--- src/rtl/shrot_pkg.sv ---
// Shared types for the shift/rotate unit: operation codes and a decode
// helper that sorts a 3-bit code into shift-left, shift-right or rotate.
package shrot_pkg;

    localparam int SHROT_DATA_W = 64;
    localparam int SHROT_CTX_W  = 16;

    // Code bit order is {clear_right, clear_left, right_shift}.
    typedef enum logic [2:0] {
        OPC_SHL    = 3'b000,
        OPC_SHR    = 3'b001,
        OPC_ROT_CL = 3'b010,
        OPC_ROT_CR = 3'b100,
        OPC_ROT_CB = 3'b110
    } shrot_opc_e;

    typedef enum logic [1:0] {
        KIND_SHL = 2'd0,
        KIND_SHR = 2'd1,
        KIND_ROT = 2'd2
    } shrot_kind_e;

    // Any clear bit marks a rotate; otherwise the right-shift bit decides.
    function automatic shrot_kind_e shrot_decode(input logic [2:0] code);
        if (code[2] || code[1])
            return KIND_ROT;
        else if (code[0])
            return KIND_SHR;
        else
            return KIND_SHL;
    endfunction

endpackage

--- src/rtl/shrot_rotl.sv ---
// Left barrel rotator. In half-width mode the low half is copied into
// both halves first, so a rotate by n acts as a rotate of the low word
// by n mod HALF_W. Assumes DATA_W is a power of two.
module shrot_rotl #(
    parameter int DATA_W = shrot_pkg::SHROT_DATA_W,
    localparam int AMT_W  = $clog2(DATA_W),
    localparam int HALF_W = DATA_W / 2
) (
    input  logic [DATA_W-1:0] src,
    input  logic              word32,
    input  logic [AMT_W-1:0]  amt,
    output logic [DATA_W-1:0] rot
);

    logic [DATA_W-1:0] stage [0:AMT_W];

    // Build the stage-0 word: duplicate the low half in 32-bit mode.
    assign stage[0] = word32 ? {src[HALF_W-1:0], src[HALF_W-1:0]} : src;

    // One rotate-by-2^k stage per count bit.
    for (genvar k = 0; k < AMT_W; k++) begin : g_stage
        localparam int SH = 1 << k;
        assign stage[k+1] = amt[k]
            ? {stage[k][DATA_W-1-SH:0], stage[k][DATA_W-1:DATA_W-SH]}
            : stage[k];
    end

    assign rot = stage[AMT_W];

endmodule

--- src/rtl/shrot_mask.sv ---
// Mask generator. For rotates it builds the begin/end window in MSB-0
// numbering (with wrap when begin > end). For shifts it builds the mask
// of bits that survive a shift of the given count, and an empty mask when
// the count reaches the operating width. Assumes DATA_W is a power of two.
module shrot_mask #(
    parameter int DATA_W = shrot_pkg::SHROT_DATA_W,
    localparam int AMT_W  = $clog2(DATA_W),
    localparam int CW     = AMT_W + 1,
    localparam int HALF_W = DATA_W / 2
) (
    input  shrot_pkg::shrot_kind_e kind,
    input  logic                   clr_left,
    input  logic                   clr_right,
    input  logic                   word32,
    input  logic [AMT_W-2:0]       begin_lo,
    input  logic                   begin_hi,
    input  logic [AMT_W-1:0]       end_pos,
    input  logic [CW-1:0]          count,
    output logic [DATA_W-1:0]      mask
);

    typedef logic [CW-1:0] cnt_t;
    localparam cnt_t FULL_C = cnt_t'(DATA_W);
    localparam cnt_t HALF_C = cnt_t'(HALF_W);
    localparam cnt_t LAST_C = cnt_t'(DATA_W - 1);

    // Ones in the k lowest bits (k up to DATA_W).
    function automatic logic [DATA_W-1:0] low_ones(input cnt_t k);
        logic [DATA_W:0] t;
        t = ({{DATA_W{1'b0}}, 1'b1} << k) - 1'b1;
        return t[DATA_W-1:0];
    endfunction

    logic [AMT_W-1:0]  eff_b;
    logic [AMT_W-1:0]  eff_e;
    cnt_t              span;
    logic [DATA_W-1:0] from_b;
    logic [DATA_W-1:0] upto_e;
    logic [DATA_W-1:0] rot_mask;
    logic [DATA_W-1:0] sh_mask;
    logic              out_rng;

    // Effective window ends: 32-bit mode offsets both by the half width.
    always_comb begin
        eff_b = word32 ? {1'b1, begin_lo} : {begin_hi, begin_lo};
        eff_e = word32 ? {1'b1, end_pos[AMT_W-2:0]} : end_pos;
        span  = word32 ? HALF_C : FULL_C;
    end

    // Half-open pieces of the window: MSB-0 begin..last and 0..end.
    always_comb begin
        from_b = low_ones(FULL_C - {1'b0, eff_b});
        upto_e = ~low_ones(LAST_C - {1'b0, eff_e});
    end

    // Rotate mask: pick one side, both, or a wrapped window.
    always_comb begin
        if (clr_left && clr_right)
            rot_mask = (eff_b <= eff_e) ? (from_b & upto_e) : (from_b | upto_e);
        else if (clr_left)
            rot_mask = from_b;
        else
            rot_mask = upto_e;
    end

    // Shift mask: bits that still hold source data after the shift.
    always_comb begin
        out_rng = (count >= span);
        if (out_rng)
            sh_mask = '0;
        else if (kind == shrot_pkg::KIND_SHR)
            sh_mask = low_ones(span - count);
        else
            sh_mask = low_ones(span) & ~low_ones(count);
    end

    // Final mask selection by operation kind.
    assign mask = (kind == shrot_pkg::KIND_ROT) ? rot_mask : sh_mask;

endmodule

--- src/rtl/shrot_carry.sv ---
// Carry generator for arithmetic right shifts: a negative source that
// loses at least one 1 bit. Runs beside the rotator on the raw source, so
// it adds no depth to the data path. Assumes DATA_W is a power of two.
module shrot_carry #(
    parameter int DATA_W = shrot_pkg::SHROT_DATA_W,
    localparam int AMT_W  = $clog2(DATA_W),
    localparam int CW     = AMT_W + 1,
    localparam int HALF_W = DATA_W / 2
) (
    input  logic [DATA_W-1:0] src,
    input  logic              word32,
    input  logic              arith_shr,
    input  logic [CW-1:0]     count,
    output logic              carry
);

    typedef logic [CW-1:0] cnt_t;
    localparam cnt_t FULL_C = cnt_t'(DATA_W);
    localparam cnt_t HALF_C = cnt_t'(HALF_W);

    // Ones in the k lowest bits (k up to DATA_W).
    function automatic logic [DATA_W-1:0] low_ones(input cnt_t k);
        logic [DATA_W:0] t;
        t = ({{DATA_W{1'b0}}, 1'b1} << k) - 1'b1;
        return t[DATA_W-1:0];
    endfunction

    cnt_t              span;
    cnt_t              lost_n;
    logic              neg;
    logic [DATA_W-1:0] lost;

    // Bits dropped off the low end, capped at the operating width.
    always_comb begin
        span   = word32 ? HALF_C : FULL_C;
        lost_n = (count >= span) ? span : count;
        lost   = low_ones(lost_n);
        neg    = word32 ? src[HALF_W-1] : src[DATA_W-1];
    end

    // Carry only for a negative arithmetic right shift that drops a one.
    assign carry = arith_shr & neg & (|(src & lost));

endmodule

--- src/rtl/shrot_unit.sv ---
// Top of the shift/rotate unit. Decodes the 3-bit code, sends the source
// through one left rotator (right shifts turn left by the negated count),
// merges the rotated word with a fill under the mask, and passes sticky
// overflow and context through. Purely combinational; no clock or reset.
module shrot_unit #(
    parameter int DATA_W = shrot_pkg::SHROT_DATA_W,
    parameter int CTX_W  = shrot_pkg::SHROT_CTX_W,
    localparam int AMT_W  = $clog2(DATA_W),
    localparam int CW     = AMT_W + 1,
    localparam int HALF_W = DATA_W / 2
) (
    input  logic [DATA_W-1:0] src_rs,
    input  logic [DATA_W-1:0] ins_ra,
    input  logic [CW-1:0]     shamt_in,
    input  logic [AMT_W-2:0]  begin_lo,
    input  logic              begin_hi,
    input  logic [AMT_W-1:0]  end_pos,
    input  logic              word32,
    input  logic              arith,
    input  logic              op_right,
    input  logic              op_clr_left,
    input  logic              op_clr_right,
    input  logic              so_in,
    input  logic [CTX_W-1:0]  ctx_in,
    output logic [DATA_W-1:0] result,
    output logic              carry_out,
    output logic              so_out,
    output logic [CTX_W-1:0]  ctx_out
);

    import shrot_pkg::*;

    shrot_kind_e       kind;
    logic [CW-1:0]     count;
    logic [AMT_W-1:0]  rot_amt;
    logic [DATA_W-1:0] rot;
    logic [DATA_W-1:0] mask;
    logic [DATA_W-1:0] fill;
    logic              sign_bit;
    logic              arith_shr;

    // Operation kind from the code {clear_right, clear_left, right_shift}.
    assign kind = shrot_decode({op_clr_right, op_clr_left, op_right});

    // Shift count: 6 bits in 32-bit mode, 7 bits in 64-bit mode.
    assign count = word32 ? {1'b0, shamt_in[AMT_W-1:0]} : shamt_in;

    // Rotate amount: right shifts turn left by the negated count.
    assign rot_amt = (kind == KIND_SHR) ? (~count[AMT_W-1:0] + 1'b1)
                                        : count[AMT_W-1:0];

    shrot_rotl #(.DATA_W(DATA_W)) u_rotl (
        .src    (src_rs),
        .word32 (word32),
        .amt    (rot_amt),
        .rot    (rot)
    );

    shrot_mask #(.DATA_W(DATA_W)) u_mask (
        .kind      (kind),
        .clr_left  (op_clr_left),
        .clr_right (op_clr_right),
        .word32    (word32),
        .begin_lo  (begin_lo),
        .begin_hi  (begin_hi),
        .end_pos   (end_pos),
        .count     (count),
        .mask      (mask)
    );

    // Arithmetic right shift flag and the sign bit of the active word.
    always_comb begin
        arith_shr = (kind == KIND_SHR) && arith;
        sign_bit  = word32 ? src_rs[HALF_W-1] : src_rs[DATA_W-1];
    end

    shrot_carry #(.DATA_W(DATA_W)) u_carry (
        .src       (src_rs),
        .word32    (word32),
        .arith_shr (arith_shr),
        .count     (count),
        .carry     (carry_out)
    );

    // Fill for bits outside the mask: insert operand, sign, or zero.
    always_comb begin
        if (kind == KIND_ROT)
            fill = ins_ra;
        else if (arith_shr && sign_bit)
            fill = '1;
        else
            fill = '0;
    end

    // Merge rotated data under the mask with the fill elsewhere.
    assign result = (rot & mask) | (fill & ~mask);

    // Pass-through of sticky overflow and context.
    assign so_out  = so_in;
    assign ctx_out = ctx_in;

endmodule

--- config.mk ---
export PLATFORM = sky130hd
export DESIGN_NAME = shrot_unit
export DESIGN_NICKNAME = d
export VERILOG_FILES = /design/src/rtl/shrot_pkg.sv /design/src/rtl/shrot_rotl.sv /design/src/rtl/shrot_mask.sv /design/src/rtl/shrot_carry.sv /design/src/rtl/shrot_unit.sv
export SDC_FILE = /design/constraint.sdc
export NUM_CORES = 1
export LEC_CHECK = 0
export ABC_AREA = 1
export BUFFER_PORTS_ARGS = -buffer_cell sky130_fd_sc_hd__buf_2
export CELL_PAD_IN_SITES_DETAIL_PLACEMENT = 1
export CELL_PAD_IN_SITES_GLOBAL_PLACEMENT = 1
export CORE_UTILIZATION = 30
export DETAILED_ROUTE_END_ITERATION = 12
export PLACE_DENSITY_LB_ADDON = 0.1
export SYNTH_ARGS = -nofsm -noshare
export SYNTH_HDL_FRONTEND = slang
export SYNTH_SLANG_ARGS = --single-unit
--- constraint.sdc ---
create_clock -name vclk -period 6.2
set_input_delay 0.62 -clock vclk [all_inputs]
set_output_delay 0.62 -clock vclk [all_outputs]
set_load 0.02 [all_outputs]
After elaboration in Yosys (flattened, before gate mapping)

Index checks and enable logic that the tools add are counted.

Bitwise logic cells: 13
Shift-type cells: 6
Equal/unequal tests: 2
Order comparisons: 2
Muxes and demuxes: 24
Add/subtract/negate cells: 10
Reduce and logical (&&, ||, !) cells: 5

Operators with widths:

| cell                                                                 | number |
|---|---|
| 64-bit 2-to-1 mux                                                    | 15 |
| 1-bit by 7-bit << shifter with 64-bit output, first input constant   | 6 |
| 64-bit by 1-bit subtractor with 64-bit output, second input constant | 6 |
| 64-bit bitwise AND                                                   | 5 |
| 64-bit inverter                                                      | 3 |
| 64-bit bitwise OR                                                    | 2 |
| 64-bit OR reduction                                                  | 1 |
| 7-bit 2-to-1 mux                                                     | 3 |
| 6-bit 2-to-1 mux                                                     | 3 |
| 7-bit greater-or-equal comparator                                    | 1 |
| 6-bit by 6-bit subtractor with 7-bit output, first input constant    | 1 |
| 7-bit by 6-bit subtractor with 7-bit output, first input constant    | 1 |
| 7-bit subtractor                                                     | 1 |
| 6-bit by 1-bit adder with 6-bit output, second input constant        | 1 |
| 6-bit <= comparator                                                  | 1 |
| 6-bit inverter                                                       | 1 |
| 1-bit logical AND                                                    | 3 |
| 1-bit bitwise AND                                                    | 2 |
| 2-bit by 1-bit == test with 1-bit output, second input constant      | 1 |
| 2-bit == test, second input constant                                 | 1 |
| 1-bit 2-to-1 mux                                                     | 2 |
| 2-bit 2-to-1 mux                                                     | 1 |
| 1-bit logical OR                                                     | 1 |

Input bits: 169
Logic and storage cells: 62
Output and inout port bits: 82
Register bits: 0

Longest topological paths before layout

Depth in word-level cells: 12
Mapped depth: 30
Gate-level depth less buffers: 27

By module

Synthesis repeated with hierarchy kept, for this count alone.

Cell total of the unflattened synthesis: 4761
Area total of the unflattened synthesis: 22099.9 sq um

Modules (own cells, without submodules):

| module      | cells an instance | times used | area an instance (sq um) | seq. area each (sq um) |
|---|---|---|---|---|
| shrot_mask  | 2713              | 1          | 12440.7                  | 0.0 |
| shrot_rotl  | 1034              | 1          | 4794.6                   | 0.0 |
| shrot_carry | 691               | 1          | 3268.1                   | 0.0 |
| shrot_unit  | 323               | 1          | 1596.5                   | 0.0 |

Least setup slack after synthesis

OpenSTA, ideal clock, no wires.

Path type: input to output
Start point: in shamt_in[0]
End point: out result[13]
Setup slack: 1483 ps
Stages: 20
Arrival time: 4097 ps
Cell sequence: inv_2 -> clkbuf_1 -> clkbuf_1 -> ha_1 -> ha_1 -> clkbuf_1 -> inv_1 -> clkbuf_1 -> o21ai_1 -> inv_1 -> buf_2 -> clkbuf_1 -> o21ai_0 -> o21ai_0 -> o21ai_0 -> inv_1 -> nand2_1 -> o21ai_0 -> a21oi_1 -> a31oi_1

Cells in the longest elaborated chain, start to end: 12
Elaborated cells between the ends (all ways): 25
Classes of those cells: add/sub: 4; order compare: 1; shift: 2; mux: 11; bitwise: 7

Ends and longest elaborated chain:

| item                                                                                                   | RTL line         | RTL |
|---|---|---|
| from (decl)                                                                                            | shrot_unit.sv:14 | `input logic [CW-1:0] shamt_in,` |
| 7-bit 2-to-1 mux (*)                                                                                   | shrot_unit.sv:46 | `assign count = word32 ? {1'b0, shamt_in[AMT_W-1:0]} : shamt_in;` |
| parallel branches: the longest is 10 deep, another holds 64-bit by 1-bit subtractor with 64-bit output | n/a              |  |
| 64-bit bitwise OR (*)                                                                                  | shrot_unit.sv:96 | `assign result = (rot & mask) \| (fill & ~mask);` |
| to (decl)                                                                                              | shrot_unit.sv:25 | `output logic [DATA_W-1:0] result,` |

Every way passes the cells marked *.

Worst setup path in the final report

Start point: in shamt_in[0]
End point: out result[28]

The elaborated chain is that of the path after synthesis.

==> qor.yml <==
worst_setup_path:
  end_kind: "output port"
  critPathMaxFanout: 75
  path_delay_family: "simple AND/OR/NAND/NOR gates"
  cp_common_cell: "nor2_1"
  crit_slowest_cell: "ha_1"
  crit_arrival_ns: 5.14
  cp-start-kind: "input port"
  cpPeakStageDelay_ns: 0.53
  crit_type: "input port to output port"
  crit_chain: "buf_2, buf_4, ha_1, inv_1, nor2_1, nand3_1, nor2_1, nor2_1, inv_2, nor2_2, nand2_2, nor3_4, nand3_2, nor2_1, nand2_1, nor2_1, xnor2_1, o211ai_1, nand2_1, o21ai_0, buf_2"
  path_buf_inv: 5
  worstPathRequired_ns: 5.58
job:
  drv_cap: 0
detailed_routing:
  first_pass_iters: 5
  met3WireLength_um: 10900
  drtIter0Drc: 2942
  top_layer: "met5"
  wire_per_inst_um: 24.7
  vias_per_cell: 5.61
  vias: 31140
  wirelength_um: 137000
  drt.antenna.violating_nets: 0
  dr_wl_met2_um: 58000
  drc: 0
  m1WireLength_um: 61300
floorplanning:
  dieArea_um2: 72700
  rows: 97
  core_area_um2: 70500
  initial_core_util: 0.305
  ios: 251
  die_x_um: 270
  die_h_um: 270
timing:
  fin_crit_sh: 0.929
  tightest_slew_ns: 1.28
  grt_setup_unrepaired: "false"
  setup_tns_ns: 0
  setup_viol: 0
  hold_viol_final: 0
  period_minus_slack_ns: 5.76
  drv_slew: 0
  worst_slack_ns: 0.443
  maxSlewHeadroom: 0.141
  fmax_mhz: 174
grt:
  grt_usage: 0.361
  antenna_found_initial: 4
  grt_pass1_wl_um: 199000
  grt_max_degree: 86
  grt_pass1_vias: 29461
  overflow: 0
synth:
  avgSynthCellArea_um2: 4.72
  synth.distinct_cells: 62
  syn-num-nets: 4746
  synth_top_area_cell: "nand2_1"
  synth_area_um2: 21500
  syn_inst: 4558
  synth_top_cell_area_share: 0.235
  yosys-top-cells-area: "nand2_1 24%, nor2_1 13%, o21ai_0 10%"
  synth_warnings: 0
  seq_area_frac_synth: 0
layout:
  n_sequential_cell: 0
  nClkBuffers: 0
  fill_cells: 10390
  seq_area_um2: 0
  nets: 4796
  areaGrowthSynthToFinish_pct: 7.94
  drive_gt1_frac: 0.109
  fin_cells: 5548
place:
  hpwlAfterDp_um: 118000
  gp_congestion: 1.04
  io_buffers: 217
  dpl.cell_count: 5546
  dp_slack_ns: 0.603
run_status:
  run_status: "finished, final reports clean"
clock_network:
  ctsHoldBuffers: 0
  post_cts_buffers: 0
  post_cts_resized: 0
hold_path:
  min_path_type: "input port to output port"
==> cell usage after synthesis (6+ instances only) <==
| master | n |
|---|---|
| nand3b_1 | 27 |
| nor3_2 | 12 |
| o211ai_1 | 31 |
| buf_1 | 16 |
| inv_2 | 42 |
| mux2i_1 | 67 |
| nand3_1 | 368 |
| nor2_1 | 741 |
| nand2_2 | 37 |
| nor2_4 | 17 |
| o21ai_0 | 445 |
| buf_4 | 32 |
| nand2_1 | 1347 |
| or2_2 | 7 |
| buf_2 | 47 |
| o221ai_1 | 12 |
| nor2_2 | 53 |
| nor3_1 | 81 |
| o21a_1 | 17 |
| clkinv_1 | 11 |
| nor4_1 | 18 |
| or2_0 | 6 |
| nand2_4 | 9 |
| buf_6 | 13 |
| o21bai_1 | 6 |
| xor2_1 | 55 |
| a21oi_1 | 141 |
| o21ai_1 | 39 |
| ha_1 | 19 |
| nand4_2 | 9 |
| inv_1 | 474 |
| xnor2_1 | 32 |
| a31oi_1 | 17 |
| clkbuf_1 | 126 |
| nand4_1 | 120 |
| nand3_2 | 13 |
==> worst paths after layout <==
| check | from | endpoint | cells after the start |
|---|---|---|---|
| worst max-delay path | shamt_in[0] | result[28] | 21 |
| worst min-delay path | ctx_in[10] | ctx_out[10] | 0 |
==> per-stage QoR <==
stage               hold slack [ns]  area [µm²]  utilization
detailed placement             1.24       23200        0.329
finish                         1.24       23200        0.329
floorplan                      1.35       21500            -
global route                   1.24       23200        0.329
global placement               1.24       23200        0.329
CTS                            1.24       23200        0.329
==> per-layer routing <==
layer	global-route usage	vias to the layer above
li1	-	14858
met1	0.491	14732
met2	0.557	1318
met3	0.0612	226
met4	0.153	6
met5	0	-
==> cells by family (layout without fill, tap and decap cells) <==
family,Yosys count,after routing,synth area share
XOR/XNOR,89,89,0.0375
buffers and inverters,763,811,0.147
other,1,3,0.000174
multiplexers,67,67,0.0312
adder cells (fa/ha/maj),20,20,0.0115
AO/OA/AOI/OAI,736,736,0.185
AND/OR/NAND/NOR,2882,2882,0.588
==> placed cells by master (no fill, tap or decap), drive strengths merged, types with 2 or more instances in the layout <==
master,n
xnor2,32
and3,2
o211ai,31
a31oi,17
ha,19
o2111ai,3
and2,5
buf,283
nand4,129
nor3,95
clkinv,11
mux2i,67
inv,517
o311ai,5
o31ai,2
o21a,17
or2,15
o221ai,12
o21ai,485
nor2,814
a32o,4
nand3b,28
nor4,19
diode,2
xor2,57
nand3,381
a22oi,5
a22o,3
o21bai,6
o22ai,2
nand2,1393
a21oi,141
==> layout make-up <==
cell class	instances	area, µm²	share of cell area
multi-input combinational	3795	18400	0.794
antenna	2	5.00	0.000216
tap	940	1180	0.0507
timing repair buffer	283	1610	0.0694
inverter	528	1990	0.0856
